<file path="config.mk">
export PLATFORM = sky130hd
export DESIGN_NAME = smbsh_top
export DESIGN_NICKNAME = d
export VERILOG_FILES = /design/src/rtl/smbsh_pkg.sv /design/src/rtl/smbsh_shifter.sv /design/src/rtl/smbsh_role.sv /design/src/rtl/smbsh_addr_match.sv /design/src/rtl/smbsh_top.sv
export SDC_FILE = /design/constraint.sdc
export NUM_CORES = 1
export LEC_CHECK = 0
export CAP_MARGIN = 10
export CORE_UTILIZATION = 38
export CTS_CLUSTER_SIZE = 8
export DETAILED_ROUTE_END_ITERATION = 7
export MAX_ROUTING_LAYER = met4
export PLACE_DENSITY_LB_ADDON = 0.2
export SYNTH_ARGS = -nofsm -noshare
export SYNTH_HDL_FRONTEND = slang
export SYNTH_SLANG_ARGS = --single-unit
</file>
<file path="constraint.sdc">
create_clock -name clk -period 1.5 [get_ports clk]
set_input_delay 0.3 -clock clk [delete_from_list [all_inputs] [get_ports clk]]
set_output_delay 0.3 -clock clk [all_outputs]
set_load 0.01 [all_outputs]
</file>
<file path="src/rtl/smbsh_pkg.sv">
package smbsh_pkg;
  localparam int SMBSH_DW = 8;

  typedef struct packed {
    logic own;
    logic gc;
    logic rw;
  } smbsh_match_t;
endpackage

</file>
<file path="src/rtl/smbsh_shifter.sv">
module smbsh_shifter #(
  parameter int DW = 8
) (
  input  logic          clk,
  input  logic          rst_n,
  input  logic          en,
  input  logic          scl_rise,
  input  logic          scl_fall,
  input  logic          sda_in,
  input  logic          start_det,
  input  logic          cpu_we,
  input  logic [DW-1:0] cpu_wdata,
  input  logic          si_clr,
  output logic [DW-1:0] dat_q,
  output logic          si_q,
  output logic          done_q
);
  localparam int CW = (DW > 1) ? $clog2(DW) : 1;
  localparam logic [CW-1:0] LAST = CW'(DW - 1);

  logic [CW-1:0] cnt_q;
  logic          samp_q;
  logic          shift_ok;
  logic          rise_ok;
  logic          fall_ok;
  logic          wr_ok;
  logic          last_bit;

  assign shift_ok = en & ~si_q;
  assign rise_ok  = shift_ok & scl_rise;
  assign fall_ok  = shift_ok & scl_fall & ~start_det;
  assign wr_ok    = cpu_we & (si_q | ~en);
  assign last_bit = fall_ok & (cnt_q == LAST);

  // bit position within the byte
  always_ff @(posedge clk) begin
    if (!rst_n)              cnt_q <= '0;
    else if (!en || start_det) cnt_q <= '0;
    else if (fall_ok)        cnt_q <= last_bit ? '0 : cnt_q + 1'b1;
  end

  // line sample held from rise to fall
  always_ff @(posedge clk) begin
    if (!rst_n)       samp_q <= 1'b0;
    else if (rise_ok) samp_q <= sda_in;
  end

  // single register: outgoing bit leaves at the top, sampled bit enters at the bottom
  always_ff @(posedge clk) begin
    if (!rst_n)       dat_q <= '0;
    else if (wr_ok)   dat_q <= cpu_wdata;
    else if (fall_ok) dat_q <= {dat_q[DW-2:0], samp_q};
  end

  always_ff @(posedge clk) begin
    if (!rst_n)        si_q <= 1'b0;
    else if (si_clr)   si_q <= 1'b0;
    else if (last_bit) si_q <= 1'b1;
  end

  always_ff @(posedge clk) begin
    if (!rst_n) done_q <= 1'b0;
    else        done_q <= last_bit;
  end

  a_r4_si_after_fall: assert property (@(posedge clk) disable iff (!rst_n)
    $rose(si_q) |-> $past(scl_fall));
  a_r4_frozen_when_si: assert property (@(posedge clk) disable iff (!rst_n)
    (si_q && !cpu_we) |=> $stable(dat_q));
  a_r6_write_blocked: assert property (@(posedge clk) disable iff (!rst_n)
    (en && !si_q && cpu_we && !scl_fall) |=> $stable(dat_q));
  a_r4_done_with_si: assert property (@(posedge clk) disable iff (!rst_n)
    done_q |-> si_q || $past(si_clr) == 1'b0 && si_q);
endmodule

</file>
<file path="src/rtl/smbsh_role.sv">
module smbsh_role (
  input  logic clk,
  input  logic rst_n,
  input  logic en,
  input  logic start_master,
  input  logic arb_lost,
  output logic is_master
);
  always_ff @(posedge clk) begin
    if (!rst_n)               is_master <= 1'b0;
    else if (arb_lost || !en) is_master <= 1'b0;
    else if (start_master)    is_master <= 1'b1;
  end

  a_r5_drop_on_loss: assert property (@(posedge clk) disable iff (!rst_n)
    arb_lost |=> !is_master);
endmodule

</file>
<file path="src/rtl/smbsh_addr_match.sv">
module smbsh_addr_match
  import smbsh_pkg::*;
#(
  parameter int DW = 8
) (
  input  logic          clk,
  input  logic          rst_n,
  input  logic          start_det,
  input  logic          done,
  input  logic          is_master,
  input  logic [DW-1:0] rx,
  input  logic          adr_we,
  input  logic [DW-1:0] adr_wdata,
  output logic [DW-1:0] adr_q,
  output smbsh_match_t  hit_q
);
  localparam int AW = DW - 1;

  logic         pend_q;
  logic [AW-1:0] rx_addr;
  logic [AW-1:0] own_addr;
  logic         rx_zero;
  smbsh_match_t hit_d;

  assign rx_addr  = rx[DW-1:1];
  assign own_addr = adr_q[DW-1:1];
  assign rx_zero  = (rx_addr == '0);

  always_ff @(posedge clk) begin
    if (!rst_n)      adr_q <= '0;
    else if (adr_we) adr_q <= adr_wdata;
  end

  // next byte after START is the address byte
  always_ff @(posedge clk) begin
    if (!rst_n)         pend_q <= 1'b0;
    else if (start_det) pend_q <= 1'b1;
    else if (done)      pend_q <= 1'b0;
  end

  always_comb begin
    hit_d.own = ~is_master & ~rx_zero & (rx_addr == own_addr);
    hit_d.gc  = ~is_master & rx_zero & adr_q[0];
    hit_d.rw  = ~is_master & rx[0];
  end

  always_ff @(posedge clk) begin
    if (!rst_n)              hit_q <= '0;
    else if (start_det)      hit_q <= '0;
    else if (done && pend_q) hit_q <= hit_d;
  end

  a_r7_exclusive: assert property (@(posedge clk) disable iff (!rst_n)
    !(hit_q.own && hit_q.gc));
  a_r8_gc_gated: assert property (@(posedge clk) disable iff (!rst_n)
    $rose(hit_q.gc) |-> $past(adr_q[0]));
  a_r9_master_silent: assert property (@(posedge clk) disable iff (!rst_n)
    ($rose(hit_q.own) || $rose(hit_q.gc)) |-> !$past(is_master));
  a_r10_start_clears: assert property (@(posedge clk) disable iff (!rst_n)
    start_det |=> (hit_q == '0));
endmodule

</file>
<file path="src/rtl/smbsh_top.sv">
module smbsh_top
  import smbsh_pkg::*;
#(
  parameter int DW = SMBSH_DW
) (
  input  logic          clk,
  input  logic          rst_n,
  input  logic          en,
  input  logic          scl_rise,
  input  logic          scl_fall,
  input  logic          sda_in,
  input  logic          start_det,
  input  logic          start_master,
  input  logic          arb_lost,
  input  logic          dat_we,
  input  logic [DW-1:0] dat_wdata,
  output logic [DW-1:0] dat_rdata,
  input  logic          adr_we,
  input  logic [DW-1:0] adr_wdata,
  output logic [DW-1:0] adr_rdata,
  input  logic          si_clr,
  output logic          si,
  output logic          sda_out,
  output logic          is_master,
  output logic          match_own,
  output logic          match_gc,
  output logic          match_rw
);
  logic [DW-1:0] dat_q;
  logic          done;
  smbsh_match_t  hit;

  smbsh_shifter #(.DW(DW)) u_shift (
    .clk       (clk),
    .rst_n     (rst_n),
    .en        (en),
    .scl_rise  (scl_rise),
    .scl_fall  (scl_fall),
    .sda_in    (sda_in),
    .start_det (start_det),
    .cpu_we    (dat_we),
    .cpu_wdata (dat_wdata),
    .si_clr    (si_clr),
    .dat_q     (dat_q),
    .si_q      (si),
    .done_q    (done)
  );

  smbsh_role u_role (
    .clk          (clk),
    .rst_n        (rst_n),
    .en           (en),
    .start_master (start_master),
    .arb_lost     (arb_lost),
    .is_master    (is_master)
  );

  smbsh_addr_match #(.DW(DW)) u_match (
    .clk       (clk),
    .rst_n     (rst_n),
    .start_det (start_det),
    .done      (done),
    .is_master (is_master),
    .rx        (dat_q),
    .adr_we    (adr_we),
    .adr_wdata (adr_wdata),
    .adr_q     (adr_rdata),
    .hit_q     (hit)
  );

  assign dat_rdata = dat_q;
  assign sda_out   = dat_q[DW-1];
  assign match_own = hit.own;
  assign match_gc  = hit.gc;
  assign match_rw  = hit.rw;

  a_r2_line_tracks_msb: assert property (@(posedge clk) disable iff (!rst_n)
    (scl_rise && !scl_fall && !dat_we) |=> $stable(sda_out));
endmodule

</file>
---- Yosys cells after proc, flatten, opt, wreduce, memory -nomap -nowiden ----
Index checks and enable logic that the tools add are counted.
storage, ports and cells
  bits in registers ....................... 27
  logic and storage cells ................. 48
  output and inout port bits .............. 22
  bits of input ports ..................... 28
cells by class
  add/subtract/negate cells ............... 1
  equality and inequality tests ........... 2
  mux-type cells .......................... 5
  bitwise gates (word level) .............. 18
  reduce and logical (&&, ||, !) cells .... 11
operators with widths
  operator               count
  $mux W8                2
  $and A1 B1 Y1          11
  $reduce_or A2 Y1       4
  $eq A7 B7 Y1           1
  $logic_not A7 Y1       1
  $not A1 Y1             6
  $reduce_bool A2 Y1     2
  $add A3 B1 Y3 const B  1
  $eq A3 B3 Y1 const B   1
  $mux W3                1
  $logic_or A1 B1 Y1     2
  $mux W1                2
  $logic_and A1 B1 Y1    1
  $logic_not A1 Y1       1
  $or A1 B1 Y1           1

---- Depth between registers and ports, before layout ----
Gate-level depths: netlist (run 1).
  depth in word-level cells ............... 6
  gate-level depth with buffers ........... 5
  depth with buffers taken out ............ 4

---- Modules after synthesis ----
From an unflattened synthesis (run 1), not the netlist that was laid out.
second synthesis, totals
  cell total of the unflattened synthesis .. 130
  area, all modules ....................... 1242.4 um^2
modules (own cells, without submodules)
  module            seq. area each (um^2)  cells an instance  instances  area each (um^2)
  smbsh_shifter     280.3                  70                 1          658.1
  smbsh_addr_match  240.2                  55                 1          539.3
  smbsh_role        20.0                   4                  1          37.5
  smbsh_top         0.0                    1                  1          7.5

---- Worst setup path after synthesis (run 1) ----
No wires, ideal clock.
  kind .................................... flip-flop to flip-flop
  from .................................... register u_shift.si_q
  to ...................................... register u_shift.cnt_q[0]
  required time ........................... 1.430 ns
  slack ................................... 0.001 ns
  period minus slack after synthesis ...... 1.499 ns
  cell stages (with the launch flop) ...... 6
  buffers on the path ..................... 1
  arrival time ............................ 1.429 ns
  library setup time ...................... 0.070 ns
  path through ............................ dfxtp_1 > nand2b_2 > or3b_1 > clkbuf_2 > or3_1 > a21oi_1
on the way
  longest elaborated chain between the ends .. 6
RTL lines
  what                            RTL line             source
  start: declaration              smbsh_shifter.sv:15  output logic si_q,
  start signal: assignment        smbsh_shifter.sv:56  if (!rst_n) si_q <= 1'b0;
  start signal: assignment        smbsh_shifter.sv:57  else if (si_clr) si_q <= 1'b0;
  start signal: assignment        smbsh_shifter.sv:58  else if (last_bit) si_q <= 1'b1;
  $not A1 Y1 (*)                  smbsh_shifter.sv:29  assign shift_ok = en & ~si_q;
  $and A1 B1 Y1 (*)               smbsh_shifter.sv:29
  $and A1 B1 Y1 (*) (2 in a row)  smbsh_shifter.sv:31  assign fall_ok = shift_ok & scl_fall & ~start_det;
  $and A1 B1 Y1                   smbsh_shifter.sv:33  assign last_bit = fall_ok & (cnt_q == LAST);
  $mux W3                         smbsh_shifter.sv:39  else if (fall_ok) cnt_q <= last_bit ? '0 : cnt_q + 1'b1;
  end signal: assignment          smbsh_shifter.sv:39
  end: declaration                smbsh_shifter.sv:21  logic [CW-1:0] cnt_q;
Mark *: on every way between the ends. The rest lies on a longest branch, timed or not.
A chain may end at the register's enable or synchronous reset.

---- Final worst setup path (run 1) ----
  from .................................... register u_shift.dat_q[3]
  to ...................................... register u_match.hit_q[1] in the netlist's numbering
on the way
  longest elaborated chain between the ends .. 3
RTL lines
  what                        RTL line                source
  start: declaration          smbsh_shifter.sv:14     output logic [DW-1:0] dat_q,
  start signal: assignment    smbsh_shifter.sv:51     else if (wr_ok) dat_q <= cpu_wdata;
  start signal: assignment    smbsh_shifter.sv:52     else if (fall_ok) dat_q <= {dat_q[DW-2:0], samp_q};
  $logic_not A7 Y1            smbsh_addr_match.sv:27  assign rx_zero = (rx_addr == '0);
  $and A1 B1 Y1 (2 in a row)  smbsh_addr_match.sv:43  hit_d.gc = ~is_master & rx_zero & adr_q[0];
  end signal: assignment      smbsh_addr_match.sv:50  else if (done && pend_q) hit_q <= hit_d;
  end: declaration            smbsh_addr_match.sv:15  output smbsh_match_t hit_q
No other way between the ends.

==> out/metrics.cfg, run 1 <==
[status]
violations=design-rule violations
status=complete, but fails checks

[routing]
ant_nets=0
drc=4
viasPerCell=4.855
drt-total-wl_um=2989
wl_per_cell_um=13.11
wl_met2_um=1394
drtIter0Drc=20
top_layer_used=met4
dr_wl_met3_um=147
vias=1107
wl_met1_um=1393
firstDrtPassIters=6

[clocking]
root_buffer=clkbuf_4
clk_pin_slew_worst_paths_ps=140
cts_sinks=27
cts-htree-levels=1
cts_tree=done
clockBufferDepth=2
clk_latency_ps=320
numCtsBuffers=3

[timing]
slew_viol_final=0
hold_viol=0
hold_slack_ps=408.8
fmax_ghz=0.6980
worst_pin_slew_ps=316.5
finalSetupViolations=0
period_needed_ps=1433
worst_slack_ps=67.29
skew_ps=3.203
rsz0062_at_grt=false
slew-limit-headroom_pct=78.70
period_share_pct=95.51
fin_setup_tns_ps=0

[final_layout]
stdcell_count=228
fill_cells=260
nets=217
design_area_um2=1852
antenna_cells=0
drive_gt1_share_pct=19.89
synthToLayoutAreaGrowth_pct=55.14
final_core_util_pct=64.38

[global_route]
grt_pass1_wl_um=5078
grt_overflow=0
grt_pass1_vias=1133
antenna_found_initial=0
gr-usage-all-layers_pct=20.59
grt_max_degree=16

[setup_path]
worstSetupPathType=register to register
worst-endpoint-required_ps=1770
critPathArrivalTime_ps=1700
cp_max_fo=5
endpoint_kind=register
cp-start-kind=register

[logic_synthesis]
netlist_top_cells_area=dfxtp_1, mux2i_1, nor2b_1
synth_top_area_share_pct=45.28
syn_area_per_cell_um2=9.325
synth_top_area_cell=dfxtp_1
yosysSeqAreaShare_pct=45.28
synth_nets=158
netlist_area_um2=1194
synth_seq_cells=27
synth.distinct_cells=29
ys_warn_count=0
synthCells=128

[placement]
portBuffers=49
dp_hpwl_um=2299
placed_cells=223
dpl_cell_area_um2=1800
place_ws_ps=-354.6
routabilityCongestion=0.8815

[floorplanning]
core_area_um2=2877
io-pin-count=50
die_h_um=58.05
dieArea_um2=3369
initial_core_util_pct=41.50
die_w_um=58.05
rows=19

[worst_hold_path]
hold_class=primary input to register

[pwr]
peakVddDrop_mv=0.3789
finalPower_mw=1.359
leakagePower_nw=0.8363
pwr_density_cell_nw_per_um2=733.8

[job]
drv_cap=0

[final timing paths]
kind | start | endpoint | slack (ps) | cells after the start
worst max-delay path | u_shift.dat_q[3] | u_match.hit_q[1] | 70 | 4
worst min-delay path | en | u_role.is_master | 410 | 4
worst max register to register | u_shift.dat_q[3] | u_match.hit_q[1] | 70 | 4
worst min register to register | u_match.hit_q[1] | u_match.hit_q[1] | 460 | 2
[where the power goes]
part / leakage [nW] / internal [mW] / total, mW / switching, mW
clock: 0.0150 / 0.104 / 0.311 / 0.207
sequential: 0.229 / 0.746 / 0.778 / 0.0321
combinational: 0.592 / 0.164 / 0.269 / 0.105
total: 0.836 / 1.01 / 1.36 / 0.344
[state kept, by name (all words and copies together) (netlist names)]
name              cells
u_shift.done_q        1
u_shift.si_q          1
u_role.is_master      1
u_match.pend_q        1
u_match.hit_q         3
u_shift.dat_q         8
u_match.adr_q         8
u_shift.samp_q        1
u_shift.cnt_q         3
[cell type report]
| class | instances | area, µm² | share of cell area [%] |
|---|---|---|---|
| multi-input combinational | 91 | 616.8 | 33.31 |
| sequential | 27 | 576.8 | 31.15 |
| timing repair buffer | 61 | 568.0 | 30.68 |
| tap | 42 | 52.55 | 2.838 |
| clock buffer | 4 | 26.28 | 1.419 |
| inverter | 3 | 11.26 | 0.6081 |
[per-layer routing]
| layer | up-vias | global-route usage [%] |
|---|---|---|
| met2 | 30 | 32.51 |
| met1 | 509 | 25.73 |
| li1 | 563 | - |
| met5 | - | - |
| met3 | 5 | 2.679 |
| met4 | 0 | 10.54 |
[logic make-up (layout without fill, tap and decap cells)]
group,after synthesis,count (layout),share of synthesized area [%]
AND/OR/NAND/NOR,48,48,22.54
flip-flops,27,27,45.28
adder cells (fa/ha/maj),2,2,2.096
AO/OA/AOI/OAI,25,25,13.84
XOR/XNOR,7,7,5.136
buffers and inverters,10,68,3.564
multiplexers,9,9,7.547
[cell usage in the layout, fill, tap and decap left out, types with 4 or more instances in the layout]
cell              n
clkdlybuf4s50_1  26
dlygate4sd2_1    22
nand2_1          16
buf_4            11
dfxtp_2          11
nor2b_1          10
dfxtp_1          10
mux2i_1           9
a21oi_1           9
xor2_1            7
a22oi_1           6
dfxtp_4           6
a21boi_0          4
[synthesized netlist by cell type]
library cell  number
dfxtp_1           27
nand2_1           16
a21oi_1           10
nor2b_1           10
mux2i_1            9
xor2_1             7
a21boi_0           6
a22oi_1            6
clkbuf_1           5
inv_1              3
nand3b_1           3
nor2_1             3
nor3_1             3
ha_1               2
nor3b_1            2
nor4_1             2
o221ai_1           2
and2_2             1
and3_1             1
and4bb_2           1
buf_4              1
clkbuf_2           1
nand2b_1           1
nand2b_2           1
nand4_1            1
o21a_1             1
or3_1              1
or3b_1             1
or4_1              1
[what timing repair did]
item / in CTS / in global routing
setup endpoints to repair: 22 / 4
setup buffers: 0 / 1
hold buffers: 0 / 0
pin swaps: 0 / 0
cloned: 0 / 0
resized for setup: 46 / 4
[critical path, stage by stage (launching register included)]
cell     delay [ps]
dfxtp_4         390
nor4_1          320
nand2_1         110
or4_1           410
a21oi_1         140
(Power assumes the default switching activity.)
==> inputs of run 2 (changes only) <==
- CORE_MARGIN: default -> 2
- GPL_ROUTABILITY_DRIVEN: default -> 0
==> run 2 against run 1 <==
The run now ends clean; setup slack worse by 34 ps; via count rose by 4.1%; final area increased by 0.20%; highest routed layer unchanged.
==> out/metrics.cfg, run 2 (synthesized netlist as in run 1, its figures left out) <==
[routing]
drt-total-wl_um=2988
drc=0
ant_nets=0
wl_per_cell_um=12.99
firstDrtPassIters=4
viasPerCell=5.009
drtIter0Drc=36
vias=1152

[setup_path]
path_delay_family=simple AND/OR/NAND/NOR gates
r2r_setup_slack_ps=50
worst-endpoint-required_ps=1770
cp-start-kind=primary input
path_cells=clkdlybuf4s50_1, nand2b_2, or3b_4, or3_1, a21oi_1
r2r-start=u_shift.si_q
crit_slowest_cell=clkdlybuf4s50_1
endpoint_kind=register
critPathArrivalTime_ps=1740
path_buf_inv=1
cp_slowest_stage_delay_ps=490
cp_max_fo=6
timing.rr.end=u_shift.cnt_q[0]
rr_worst_depth=4
worstSetupPathType=primary input to register

[worst_hold_path]
whs_endpoint=u_match.hit_q[2]
hold_depth=2
worstHoldStart=u_match.hit_q[2]
hold_class=register to register

[placement]
dpl_cell_area_um2=1795
place_ws_ps=-357.2
portBuffers=49
dp_hpwl_um=2303

[floorplanning]
core_area_um2=3028
dieArea_um2=3605
die_h_um=60.05
die_w_um=60.05
initial_core_util_pct=39.42
io-pin-count=50
rows=20

[timing]
finalSetupViolations=0
fmax_ghz=0.6819
period_needed_ps=1467
hold_viol=0
slew-limit-headroom_pct=76.69
skew_ps=7.315
slew_viol_final=0
rsz0062_at_grt=false
period_share_pct=97.77
worst_slack_ps=33.47
worst_pin_slew_ps=348.6

[pwr]
peakVddDrop_mv=0.3286
seqPwrFrac_pct=56.7
p_int_mw=1.013
pwr-share-clk_pct=23.6
netSwitchingPower_mw=0.3590
leakagePower_nw=0.8267
swShare_pct=26.17
comb_power_share_pct=19.7
pwr_density_cell_nw_per_um2=739.3

[final_layout]
nets=217
synthToLayoutAreaGrowth_pct=55.45
final_core_util_pct=61.28
antenna_cells=0
layout_commonest_cell=clkdlybuf4s50_1
drive_gt1_share_pct=19.35
final_cell_mix=clkdlybuf4s50_1, dlygate4sd2_1, nand2_1
fill_cells=276
design_area_um2=1856
largestRegisters=u_match.adr_q x8, u_shift.dat_q x8

[clocking]
clockBufferDepth=2
clk_pin_slew_worst_paths_ps=140
cts-htree-levels=1
cts_tree=done
cts.hold.buffers_added=0
root_buffer=clkbuf_4
clk_latency_ps=330
cts_sinks=27
numCtsBuffers=3

[global_route]
grt_max_degree=17
grt_overflow=0
antenna_found_initial=0
grt_pass1_vias=1094
gr-usage-all-layers_pct=17.77
grt_pass1_wl_um=4692

[status]
status=finished, final reports clean

[job]
drv_cap=0

==> run 2: cell types whose count changed in the layout (fill, tap and decap cells not counted) <==
| cell | before | now |
|---|---|---|
| a21boi_0 | 4 | 6 |
| a21boi_1 | 2 | 0 |
| a21oi_1 | 9 | 10 |
| a21oi_2 | 1 | 0 |
| clkbuf_1 | 1 | 0 |
| clkdlybuf4s50_1 | 26 | 27 |
| clkinvlp_4 | 0 | 1 |
| dfxtp_1 | 10 | 12 |
| dfxtp_2 | 11 | 9 |
| dlymetal6s2s_1 | 1 | 0 |
| nor4_1 | 2 | 1 |
| nor4_2 | 0 | 1 |
==> run 2: stage by stage <==
step / power (mW) / std cells / TNS (ps) / hold slack (ps)
floorplan: 0.9034 / 128 / 0 / 376.1
global placement: 1.070 / 224 / -2264 / 441.2
detailed placement: 1.077 / 224 / -2591 / 448.8
CTS: 1.379 / 230 / 0 / 463.3
global route: 1.435 / 230 / 0 / 485.3
finish: 1.372 / 230 / 0 / 463.0
==> run 2: routing by layer <==
metal,vias to the layer above,wire (µm),track usage (%)
met2,49,1405,29.66
met3,5,195,2.597
met1,534,1343,21.57
li1,564,-,-
met4,0,43,6.667
met5,-,0,-
==> run 2: repair_timing <==
item / CTS / global route
gates resized for setup: 43 / 2
setup endpoints to repair: 22 / 2
cloned: 0 / 0
setup buffers: 2 / 0
==> run 2: layout make-up <==
| cell class | count | area [µm²] | area share [%] |
|---|---|---|---|
| multi-input combinational | 91 | 619.3 | 33.38 |
| inverter | 3 | 11.26 | 0.6069 |
| sequential | 27 | 574.3 | 30.95 |
| clock buffer | 3 | 22.52 | 1.214 |
| clock inverter | 1 | 7.507 | 0.4046 |
| tap | 44 | 55.05 | 2.967 |
| timing repair buffer | 61 | 565.5 | 30.48 |
==> run 2: worst max-delay path by stage <==
stage | start | slack [ps] | end | cells past startpoint
2_1_floorplan | u_shift.si_q | 1 | u_shift.cnt_q[0] | 5
3_3_place_gp | en | -320 | u_shift.cnt_q[0] | 5
3_5_place_dp | en | -360 | u_shift.cnt_q[0] | 5
4_1_cts | en | 3 | u_shift.cnt_q[0] | 5
5_1_grt | u_shift.si_q | 4 | u_shift.cnt_q[0] | 4
6_report | en | 30 | u_shift.cnt_q[0] | 5
==> run 2: worst register-to-register path, delay by kind of cell (launching register included) <==
family,cells,cell delay [ps]
AOI/OAI and AO/OA,1,130
DFF,1,340
and+or+nand+nor,3,930
==> run 2: power by group through the flow <==
stage	Combinational, mW	Sequential, mW	Clock [mW]
after floorplan	0.102	0.801	0
after global placement	0.275	0.795	0
after detailed placement	0.281	0.796	0
after CTS	0.269	0.777	0.333
after global routing	0.293	0.783	0.359
final	0.270	0.777	0.324
==> inputs of run 3 (changes only) <==
- SYNTH_HIERARCHICAL: default -> 1
==> run 3 against run 2 <==
Critical path depth down 1; fmax up 1.1%; first-iteration DRC count up 14%; largest cell class unchanged; largest power group unchanged; highest routed layer unchanged.
==> out/metrics.cfg, run 3 <==
[pwr]
swShare_pct=26.98
seqPwrFrac_pct=55.7
comb_power_share_pct=21.0
pwr-share-clk_pct=23.3
p_int_mw=1.019
netSwitchingPower_mw=0.3764
peakVddDrop_mv=0.5459
leakagePower_nw=0.8267
finalPower_mw=1.395
pwr_density_cell_nw_per_um2=736.5

[routing]
viasPerCell=5.155
wl_per_cell_um=14.81
firstDrtPassIters=4
vias=1196
ant_nets=0
drt-total-wl_um=3436
drtIter0Drc=41
drc=0

[setup_path]
worst-endpoint-required_ps=1780
r2r-start=u_shift/dat_q[6]
timing.rr.end=u_match/hit_q[1]
cp_max_fo=2
rr_worst_depth=4
worstSetupPathType=register to register
r2r_setup_slack_ps=50
cp-start-kind=register
critPathCapture=u_match/hit_q[1]
endpoint_kind=register
critPathArrivalTime_ps=1730
setup.worst_path.start=u_shift/dat_q[6]

[global_route]
grt_pass1_wl_um=5568
gr-usage-all-layers_pct=20.94
antenna_found_initial=0
grt_max_degree=24
grt_pass1_vias=1205
grt_overflow=0

[final_layout]
final_cell_mix=clkdlybuf4s50_1, dlygate4sd2_1, nand2_1
stdcell_count=232
layout_commonest_cell=clkdlybuf4s50_1
drive_gt1_share_pct=18.09
final_core_util_pct=61.54
design_area_um2=1894
antenna_cells=0
synthToLayoutAreaGrowth_pct=52.47
fill_cells=299
nets=219
largestRegisters=u_match/adr_q x8, u_shift/dat_q x8

[floorplanning]
core_area_um2=3078
rows=20
die_h_um=61.18
die_w_um=61.18
dieArea_um2=3743
io-pin-count=50
initial_core_util_pct=40.37

[logic_synthesis]
synth_top_area_share_pct=43.50
netlist_top_cells_area=dfxtp_1, mux2i_1, nand2_1
synth_flop_cell=dfxtp_1
synth_nets=160
syn_area_per_cell_um2=9.557
synth_most_common_cell=dfxtp_1
synth_top_area_cell=dfxtp_1
synthArstFlopShare_pct=0
yosys-top-cells-count=dfxtp_1, nand2_1, nor2b_1, mux2i_1
synth_edf_count=0
yosysSeqAreaShare_pct=43.50
netlist_area_um2=1242
synth.distinct_cells=32
ys_warn_count=6
synth_seq_cells=27
synthCells=130

[clocking]
cts-htree-levels=1
clk_pin_slew_worst_paths_ps=150
clockBufferDepth=2
clk_latency_ps=330
cts.hold.buffers_added=0
cts_sinks=27
root_buffer=clkbuf_4
numCtsBuffers=3
cts_tree=done

[timing]
finalSetupViolations=0
hold_viol=0
worst_slack_ps=49.13
fmax_ghz=0.6892
worst_pin_slew_ps=353.9
slew_viol_final=0
period_needed_ps=1451
slew-limit-headroom_pct=76.19
hold_slack_ps=462.9
fin_setup_tns_ps=0
period_share_pct=96.72
skew_ps=6.817

[placement]
placed_cells=228
dp_hpwl_um=2622
place_ws_ps=-111.9
dpl_cell_area_um2=1854
portBuffers=49

[worst_hold_path]
hold_depth=2
hold_class=register to register

[job]
drv_cap=0

[status]
status=finished, final reports clean

## run 3: changes by cell type after synthesis, moves of 3 or more
cell | before | now
a22oi_1 | 6 | 0
a21boi_0 | 6 | 1
a21boi_1 | 0 | 4
a31oi_1 | 0 | 4
a32oi_1 | 0 | 4
o211ai_1 | 0 | 4
o31ai_1 | 0 | 4
a21oi_1 | 10 | 7
clkbuf_1 | 5 | 2
## run 3: kinds of logic (layout without fill, tap and decap cells)
family | count (synthesis) | count (layout) | share of synthesized area [%]
mux | 8 | 8 | 6.445
xor+xnor | 7 | 7 | 4.935
buf+inv | 7 | 65 | 3.625
compound gates | 30 | 30 | 16.72
fa+ha+maj | 2 | 2 | 2.014
simple gates | 49 | 49 | 22.76
flops | 27 | 27 | 43.50
## run 3: metal layers
layer	vias up	GRT usage, %	share of wire (%)
li1	587	-	-
met1	573	26.01	45
met2	34	34.35	50
met3	2	2.521	3.9
met4	0	8.696	0.61
met5	-	-	0
## run 3: layout make-up
cell class / instances / area [µm²] / share of cell area, %
Clock buffer: 3 / 22.52 / 1.189
Clock inverter: 1 / 7.507 / 0.3963
Inverter: 1 / 3.754 / 0.1982
Multi-Input combinational cell: 96 / 663.1 / 35.01
Sequential cell: 27 / 571.8 / 30.18
Tap cell: 44 / 55.05 / 2.906
Timing Repair Buffer: 60 / 570.5 / 30.12
## run 3: worst min path at each step
stage,startpoint,to,slack (ps)
final,u_match/hit_q[1],u_match/hit_q[1],460
after global routing,arb_lost,u_role/is_master,480
after CTS,u_match/hit_q[1],u_match/hit_q[1],460
after detailed placement,u_match/hit_q[1],u_match/hit_q[1],450
after global placement,u_match/hit_q[1],u_match/hit_q[1],440
after floorplan,arb_lost,u_role/is_master,370
## run 3: repair_timing
action / in CTS / in global routing
setup buffers: 0 / 0
pin swaps: 0 / 2
gates resized for setup: 42 / 1
endpoints found under the setup margin: 22 / 1
## run 3: critical path, stage by stage, from the launching register on
cell     delay [ps]
dfxtp_2         360
nor4_2          290
nand2_1         140
or4b_1          490
a21oi_1         120
## run 3: power groups by stage
stage | clock network, mW | registers (mW) | logic, mW
detailed placement | 0 | 0.794 | 0.307
global route | 0.359 | 0.782 | 0.318
global placement | 0 | 0.791 | 0.300
CTS | 0.332 | 0.776 | 0.290
floorplan | 0 | 0.802 | 0.109
finish | 0.325 | 0.777 | 0.293
